**config.mk**
```make
export PLATFORM = sky130hd
export DESIGN_NAME = flash_ctl_regs
export DESIGN_NICKNAME = d
export VERILOG_FILES = /design/src/rtl/flash_regs_pkg.sv /design/src/rtl/flash_addr_decode.sv /design/src/rtl/flash_irq_ctrl.sv /design/src/rtl/flash_cmd_gate.sv /design/src/rtl/flash_ctl_regs.sv
export SDC_FILE = /design/constraint.sdc
export NUM_CORES = 1
export LEC_CHECK = 0
export BUFFER_PORTS_ARGS = -buffer_cell sky130_fd_sc_hd__buf_2
export CORE_ASPECT_RATIO = 0.75
export CORE_MARGIN = 4
export CORE_UTILIZATION = 55
export CTS_BUF_LIST = sky130_fd_sc_hd__clkbuf_4 sky130_fd_sc_hd__clkbuf_8
export CTS_CLUSTER_DIAMETER = 150
export CTS_CLUSTER_SIZE = 28
export DETAILED_ROUTE_END_ITERATION = 7
export PLACE_DENSITY = 0.85
export SLEW_MARGIN = 10
export SYNTH_ARGS = -nofsm -noshare
export SYNTH_HDL_FRONTEND = slang
export SYNTH_HIERARCHICAL = 1
export SYNTH_SLANG_ARGS = --single-unit
```
**constraint.sdc**
```tcl
create_clock -name clk -period 4.7 [get_ports clk]
set_input_delay 0.94 -clock clk [delete_from_list [all_inputs] [get_ports clk]]
set_output_delay 0.94 -clock clk [all_outputs]
set_load 0.03 [all_outputs]
```
**src/rtl/flash_regs_pkg.sv**
```systemverilog
// Shared definitions for the flash controller register front end.
// Assumes a 32-bit data bus and word-aligned byte addresses.
package flash_regs_pkg;

    localparam int DATA_W = 32;

    // Word indices (byte offset / 4) of the mapped registers.
    localparam int IDX_RAW   = 'h20 / 4;
    localparam int IDX_MASKD = 'h24 / 4;
    localparam int IDX_ENSET = 'h28 / 4;
    localparam int IDX_ENCLR = 'h2C / 4;
    localparam int IDX_CLK   = 'h40 / 4;
    localparam int IDX_DEV   = 'h44 / 4;
    localparam int IDX_CMD   = 'h48 / 4;
    localparam int IDX_STAT  = 'h4C / 4;
    localparam int IDX_DATA  = 'h50 / 4;

    // Bit of the event registers that carries word completion.
    localparam int EVT_WORD = 1;

    // Writable bits of the clock word: enable in 31, divider in 15:0.
    localparam logic [DATA_W-1:0] CLK_KEEP = 32'h8000_FFFF;

    typedef enum logic [3:0] {
        SEL_NONE,
        SEL_RAW,
        SEL_MASKD,
        SEL_ENSET,
        SEL_ENCLR,
        SEL_CLK,
        SEL_DEV,
        SEL_CMD,
        SEL_STAT,
        SEL_DATA
    } reg_sel_e;

endpackage

```
**src/rtl/flash_addr_decode.sv**
```systemverilog
// Address decoder: maps a byte address to one register selection.
// Assumes registers are word aligned; a non-aligned address or an
// unlisted word index selects nothing.
module flash_addr_decode
    import flash_regs_pkg::*;
#(
    parameter int ADDR_W = 8
) (
    input  logic [ADDR_W-1:0] addr,
    output reg_sel_e          sel
);

    localparam int WIDX_W = ADDR_W - 2;

    logic [WIDX_W-1:0] widx;
    assign widx = addr[ADDR_W-1:2];

    // Purpose: translate word index into register selection.
    always_comb begin
        sel = SEL_NONE;
        if (addr[1:0] == 2'b00) begin
            unique case (int'(widx))
                IDX_RAW:   sel = SEL_RAW;
                IDX_MASKD: sel = SEL_MASKD;
                IDX_ENSET: sel = SEL_ENSET;
                IDX_ENCLR: sel = SEL_ENCLR;
                IDX_CLK:   sel = SEL_CLK;
                IDX_DEV:   sel = SEL_DEV;
                IDX_CMD:   sel = SEL_CMD;
                IDX_STAT:  sel = SEL_STAT;
                IDX_DATA:  sel = SEL_DATA;
                default:   sel = SEL_NONE;
            endcase
        end
    end

endmodule

```
**src/rtl/flash_irq_ctrl.sv**
```systemverilog
// Interrupt controller: sticky pending bits, set/clear enable mask,
// write-one-to-acknowledge, and one level output.
// Assumes event inputs are single-cycle pulses and that the set and
// clear strobes never arrive together. IMPL_MASK names the live bits.
module flash_irq_ctrl #(
    parameter int               EVT_W     = 2,
    parameter logic [EVT_W-1:0] IMPL_MASK = 2'b10
) (
    input  logic             clk,
    input  logic             rst_n,
    input  logic [EVT_W-1:0] evt_in,
    input  logic             en_set_we,
    input  logic             en_clr_we,
    input  logic             ack_we,
    input  logic [EVT_W-1:0] wbits,
    output logic [EVT_W-1:0] en_q,
    output logic [EVT_W-1:0] pend_q,
    output logic             irq
);

    for (genvar i = 0; i < EVT_W; i++) begin : g_bit
        if (IMPL_MASK[i]) begin : g_live
            // Purpose: enable bit changes only through set/clear strobes.
            always_ff @(posedge clk) begin
                if (!rst_n)                     en_q[i] <= 1'b0;
                else if (en_set_we && wbits[i]) en_q[i] <= 1'b1;
                else if (en_clr_we && wbits[i]) en_q[i] <= 1'b0;
            end

            // Purpose: pending bit; a new event beats an acknowledge.
            always_ff @(posedge clk) begin
                if (!rst_n)                  pend_q[i] <= 1'b0;
                else if (evt_in[i])          pend_q[i] <= 1'b1;
                else if (ack_we && wbits[i]) pend_q[i] <= 1'b0;
            end

            a_r4_event_pends: assert property (@(posedge clk) disable iff (!rst_n)
                evt_in[i] |=> pend_q[i]);
            a_r5_ack_clears: assert property (@(posedge clk) disable iff (!rst_n)
                (ack_we && wbits[i] && !evt_in[i]) |=> !pend_q[i]);
            a_r6_event_wins: assert property (@(posedge clk) disable iff (!rst_n)
                (ack_we && wbits[i] && evt_in[i]) |=> pend_q[i]);
            a_r3_enable_set: assert property (@(posedge clk) disable iff (!rst_n)
                (en_set_we && wbits[i]) |=> en_q[i]);
            a_r3_enable_clear: assert property (@(posedge clk) disable iff (!rst_n)
                (en_clr_we && wbits[i] && !en_set_we) |=> !en_q[i]);
        end else begin : g_dead
            assign en_q[i]   = 1'b0;
            assign pend_q[i] = 1'b0;
        end
    end

    assign irq = |(en_q & pend_q);

endmodule

```
**src/rtl/flash_cmd_gate.sv**
```systemverilog
// Command register: accepts a command only when the engine is idle and
// issues a one-cycle start strobe on the cycle after acceptance.
// Assumes eng_busy reflects the engine state at the write edge.
module flash_cmd_gate #(
    parameter int CMD_W = 32
) (
    input  logic             clk,
    input  logic             rst_n,
    input  logic             we,
    input  logic             busy,
    input  logic [CMD_W-1:0] wdata,
    output logic [CMD_W-1:0] cmd_q,
    output logic             start_q
);

    logic accept;
    assign accept = we && !busy;

    // Purpose: hold the last accepted command word.
    always_ff @(posedge clk) begin
        if (!rst_n)      cmd_q <= '0;
        else if (accept) cmd_q <= wdata;
    end

    // Purpose: single-cycle start pulse following an accepted write.
    always_ff @(posedge clk) begin
        if (!rst_n) start_q <= 1'b0;
        else        start_q <= accept;
    end

    a_r8_start_from_write: assert property (@(posedge clk) disable iff (!rst_n)
        start_q |-> $past(we && !busy));
    a_r9_busy_blocks: assert property (@(posedge clk) disable iff (!rst_n)
        (we && busy) |=> (!start_q && $stable(cmd_q)));

endmodule

```
**src/rtl/flash_ctl_regs.sv**
```systemverilog
// Register and interrupt front end of a serial flash controller.
// Decodes a 32-bit memory-mapped bus, holds configuration words for
// the transfer engine, gates command writes, and reports word
// completion as a level interrupt. Assumes one bus access per cycle
// and single-cycle engine pulses.
module flash_ctl_regs
    import flash_regs_pkg::*;
#(
    parameter int ADDR_W = 8
) (
    input  logic              clk,
    input  logic              rst_n,
    input  logic              bus_sel,
    input  logic              bus_wr,
    input  logic [ADDR_W-1:0] bus_addr,
    input  logic [31:0]       bus_wdata,
    output logic [31:0]       bus_rdata,
    input  logic              eng_busy,
    input  logic              eng_word_done,
    input  logic              eng_rx_load,
    input  logic [31:0]       eng_rx_data,
    output logic [31:0]       clk_cfg,
    output logic [31:0]       dev_cfg,
    output logic [31:0]       cmd_word,
    output logic              cmd_start,
    output logic [31:0]       tx_data,
    output logic              irq
);

    localparam int EVT_W = EVT_WORD + 1;
    localparam logic [EVT_W-1:0] EVT_LIVE = EVT_W'(1) << EVT_WORD;

    reg_sel_e         sel;
    logic             wr_en;
    logic             rd_en;
    logic [EVT_W-1:0] evt_vec;
    logic [EVT_W-1:0] en_mask;
    logic [EVT_W-1:0] pend;
    logic [31:0]      clk_q, dev_q, data_q;

    assign wr_en = bus_sel && bus_wr;
    assign rd_en = bus_sel && !bus_wr;

    flash_addr_decode #(.ADDR_W(ADDR_W)) u_dec (
        .addr (bus_addr),
        .sel  (sel)
    );

    assign evt_vec = eng_word_done ? EVT_LIVE : '0;

    flash_irq_ctrl #(.EVT_W(EVT_W), .IMPL_MASK(EVT_LIVE)) u_irq (
        .clk       (clk),
        .rst_n     (rst_n),
        .evt_in    (evt_vec),
        .en_set_we (wr_en && sel == SEL_ENSET),
        .en_clr_we (wr_en && sel == SEL_ENCLR),
        .ack_we    (wr_en && sel == SEL_MASKD),
        .wbits     (bus_wdata[EVT_W-1:0]),
        .en_q      (en_mask),
        .pend_q    (pend),
        .irq       (irq)
    );

    flash_cmd_gate #(.CMD_W(32)) u_cmd (
        .clk     (clk),
        .rst_n   (rst_n),
        .we      (wr_en && sel == SEL_CMD),
        .busy    (eng_busy),
        .wdata   (bus_wdata),
        .cmd_q   (cmd_word),
        .start_q (cmd_start)
    );

    // Purpose: clock and device configuration words.
    always_ff @(posedge clk) begin
        if (!rst_n) begin
            clk_q <= '0;
            dev_q <= '0;
        end else if (wr_en) begin
            if (sel == SEL_CLK) clk_q <= bus_wdata & CLK_KEEP;
            if (sel == SEL_DEV) dev_q <= bus_wdata;
        end
    end

    // Purpose: data word; an engine load takes precedence over the bus.
    always_ff @(posedge clk) begin
        if (!rst_n)                          data_q <= '0;
        else if (eng_rx_load)                data_q <= eng_rx_data;
        else if (wr_en && sel == SEL_DATA)   data_q <= bus_wdata;
    end

    // Purpose: same-cycle read multiplexer.
    always_comb begin
        bus_rdata = '0;
        if (rd_en) begin
            unique case (sel)
                SEL_RAW:   bus_rdata = 32'(pend);
                SEL_MASKD: bus_rdata = 32'(pend & en_mask);
                SEL_ENSET: bus_rdata = 32'(en_mask);
                SEL_ENCLR: bus_rdata = 32'(en_mask);
                SEL_CLK:   bus_rdata = clk_q;
                SEL_DEV:   bus_rdata = dev_q;
                SEL_CMD:   bus_rdata = cmd_word;
                SEL_STAT:  bus_rdata = {30'd0, pend[EVT_WORD], eng_busy};
                SEL_DATA:  bus_rdata = data_q;
                default:   bus_rdata = '0;
            endcase
        end
    end

    assign clk_cfg = clk_q;
    assign dev_cfg = dev_q;
    assign tx_data = data_q;

    a_r1_reset_quiet: assert property (@(posedge clk)
        !rst_n |=> (!irq && !cmd_start && clk_cfg == '0 && tx_data == '0));
    a_r2_clk_reserved_zero: assert property (@(posedge clk) disable iff (!rst_n)
        (clk_cfg & ~CLK_KEEP) == '0);
    a_r11_rx_load: assert property (@(posedge clk) disable iff (!rst_n)
        eng_rx_load |=> tx_data == $past(eng_rx_data));
    a_r10_unmapped_reads_zero: assert property (@(posedge clk) disable iff (!rst_n)
        (rd_en && sel == SEL_NONE) |-> bus_rdata == '0);

endmodule

```
==> metrics <==
status=finished clean; Via density=between 5 and 6; area grow syn2layout=23.2%; total global-route track usage=27.5%; Worst Path Arrival=3.30 ns; Gate power share=9.8%; via count=5983; cell taking the most area after synthesis=dfxtp_1; Pwr Total=2.16 mW; final-stage net count=998; Starting Density=57.9%; number of synthesized register bits=116; Core Util, Final=slightly above 70%; gr ovfl total=0; synth top area cells=dfxtp_1 (38%), nand2_1 (11%), mux2i_1 (11%); CTS resizes=0; f_max=236 MHz; Final Hold Viols=0; H-tree levels=4; min Tclk post-route=around 4.2 ns; proportion of layout cells with a drive suffix above 1=33.9%; io pins=241; GP Congestion=between 0.8 and 0.9; final WL=approximately 18000 microns; CP Max Fanout=26; Final ANT Viol Nets=0; CORE AREA=10500 sq um; overall die height=~100 microns; Die W=130 microns; diode count=0; most common cell in the netlist=nand2_1; worst hold margin=0.474 ns; cells after synthesis=716; endpoints failing setup=0; DP HPWL=roughly 13000 microns; Netlist cell types=53; Setup crit start kind=input port; vias in the first global route=roughly 5.6k; max-capacitance violation count=0; Pre-antenna DRT Iters=5; sw frac=between 20% and 30%; Slew Viols, Final=0; first-pass GRT wire length=about 28000 microns; DR iter-0 viols=490; initial antenna violation count=0; EDFF count, synth=0; largest net degree at the start of global routing=about 120; Setup Crit Path Kind=in -> out; register clock-pin slew on the reported worst setup and hold paths=about 0.07 ns; Worst EP required=about 3.8 ns; synth warn=6; top cell type's share of synthesized area=a little under two fifths; sequential share of power=47.1%; CTS tree=built; CTS Buf Count=17; Worst slew margin=about 27%; Min-Delay Path Class=reg -> reg; Leak=3.43 nW; Primary FF master, synth=dfxtp_1; DRC violations left=0; Port Buffers=225; internal power=between 1.5 and 2 mW; CTS sink count=116; most frequent cells after synthesis=nand2_1 (184), dfxtp_1 (116), mux2i_1 (65); peak supply drop=0.000202 V; asr flop ratio synth=0%; Tcrit/Tclk final=90.2%; Final TNS setup=0 ns; CTS root buffer=clkbuf_8; Switch Pwr=0.576 mW; hold_buf cts=0; # Post-CTS Setup Buffers=0; PwrDens=288 nW/um^2; Clock power frac=43.1%; Die ar.=12900 sq um; RSZ-0062 raised after global routing=no; maximum clock path buffer count=2; Cell Area, Synth=6100 sq um; Setup Skew=0 ns; average size of a mapped cell=8.52 sq um; row cnt=32; drt wl/cell=roughly 17 microns; Worst-Margin Slew=roughly 1.1 ns; sequential cell area fraction in the yosys report=between 30% and 40%; Worst Setup End Kind=output pin; Worst-Skew Late Latency=0.41 ns
==> placed cells by master (no fill, tap or decap), drive strengths merged, types with 3 or more instances in the layout <==
cell type	instances
a22oi	30
a32o	6
nand2	185
clkbuf	21
clkinv	5
conb	17
nor2	21
a21boi	49
nor2b	5
o21ai	35
nand3	3
buf	243
nor3	3
and2	5
mux2	26
ha	3
inv	6
a21oi	50
dfxtp	116
mux2i	65
clkinvlp	5
==> flip-flops by register name, indices dropped and copies added, names as in the netlist <==
| signal | count |
|---|---|
| dev_cfg | 32 |
| tx_data | 32 |
| u_cmd/cmd_q | 32 |
| clk_cfg | 17 |
| u_cmd/start_q | 1 |
| u_irq/en_q | 1 |
| u_irq/pend_q | 1 |
==> area by class of cell <==
cell class	count	area (sq um)
Clock inverter	11	129
Timing Repair Buffer	243	1290
Sequential cell	116	2320
Multi-Input combinational cell	531	3300
Tap cell	136	170
Fill cell	825	3020
Clock buffer	21	277
Inverter	7	26.3
==> metrics by stage <==
stage	worst slack, ns	std cells	cell area (sq um)
finish	0.461	1065	7510
global route	0.335	1065	7510
CTS	0.508	1065	7510
detailed placement	0.510	1033	7110
global placement	0.526	1033	7110
floorplan	0.801	731	6150
==> final timing paths <==
check | slack (ns) | cells past startpoint | from | end
max | 0.46 | 9 | bus_addr[7] | bus_rdata[24]
min | 0.47 | 2 | u_cmd/cmd_q[0]$_SDFFE_PN0P_ | u_cmd/cmd_q[0]$_SDFFE_PN0P_
max reg2reg | 3.90 | 2 | u_irq/pend_q[1]$_SDFFE_PN0P_ | u_irq/pend_q[1]$_SDFFE_PN0P_
min reg2reg | 0.47 | 2 | u_cmd/cmd_q[0]$_SDFFE_PN0P_ | u_cmd/cmd_q[0]$_SDFFE_PN0P_
==> cells by family (layout without fill, tap and decap cells) <==
kind of cell    after synthesis  count (layout)  synth area share, %
flops                       116             116                 38.1
mux                          91              91                 15.5
xor+xnor                      2               2                0.287
simple gates                238             238                 17.1
compound gates              180             180                 19.0
buf+inv                      84             282                 9.32
other cells                   2              17                0.123
fa+ha+maj                     3               3                0.616
==> metal layers <==
metal	GRT usage [%]	part of all wire, %	up-vias
met4	7.83	1.4	0
li1	-	-	2836
met3	8.70	10	28
met5	0	0	-
met1	37.1	43	2817
met2	42.3	46	302
==> power groups by stage <==
stage / combinational, mW / clock [mW] / sequential [mW]
after floorplan: 0.0998 / 0 / 1.07
after global placement: 0.206 / 0 / 1.04
after detailed placement: 0.209 / 0 / 1.04
after CTS: 0.209 / 0.940 / 1.02
after global routing: 0.227 / 0.998 / 1.02
final: 0.211 / 0.932 / 1.02
==> critical path: stages <==
cell and delay (ns):
buf_2 0.09, or3_4 0.41, nor3_2 0.16, buf_4 0.34
and3b_1 0.69, a32o_1 0.22, a22oi_1 0.07, nor2_1 0.14
buf_2 0.22
No activity file was read; power rests on OpenSTA's default activity.
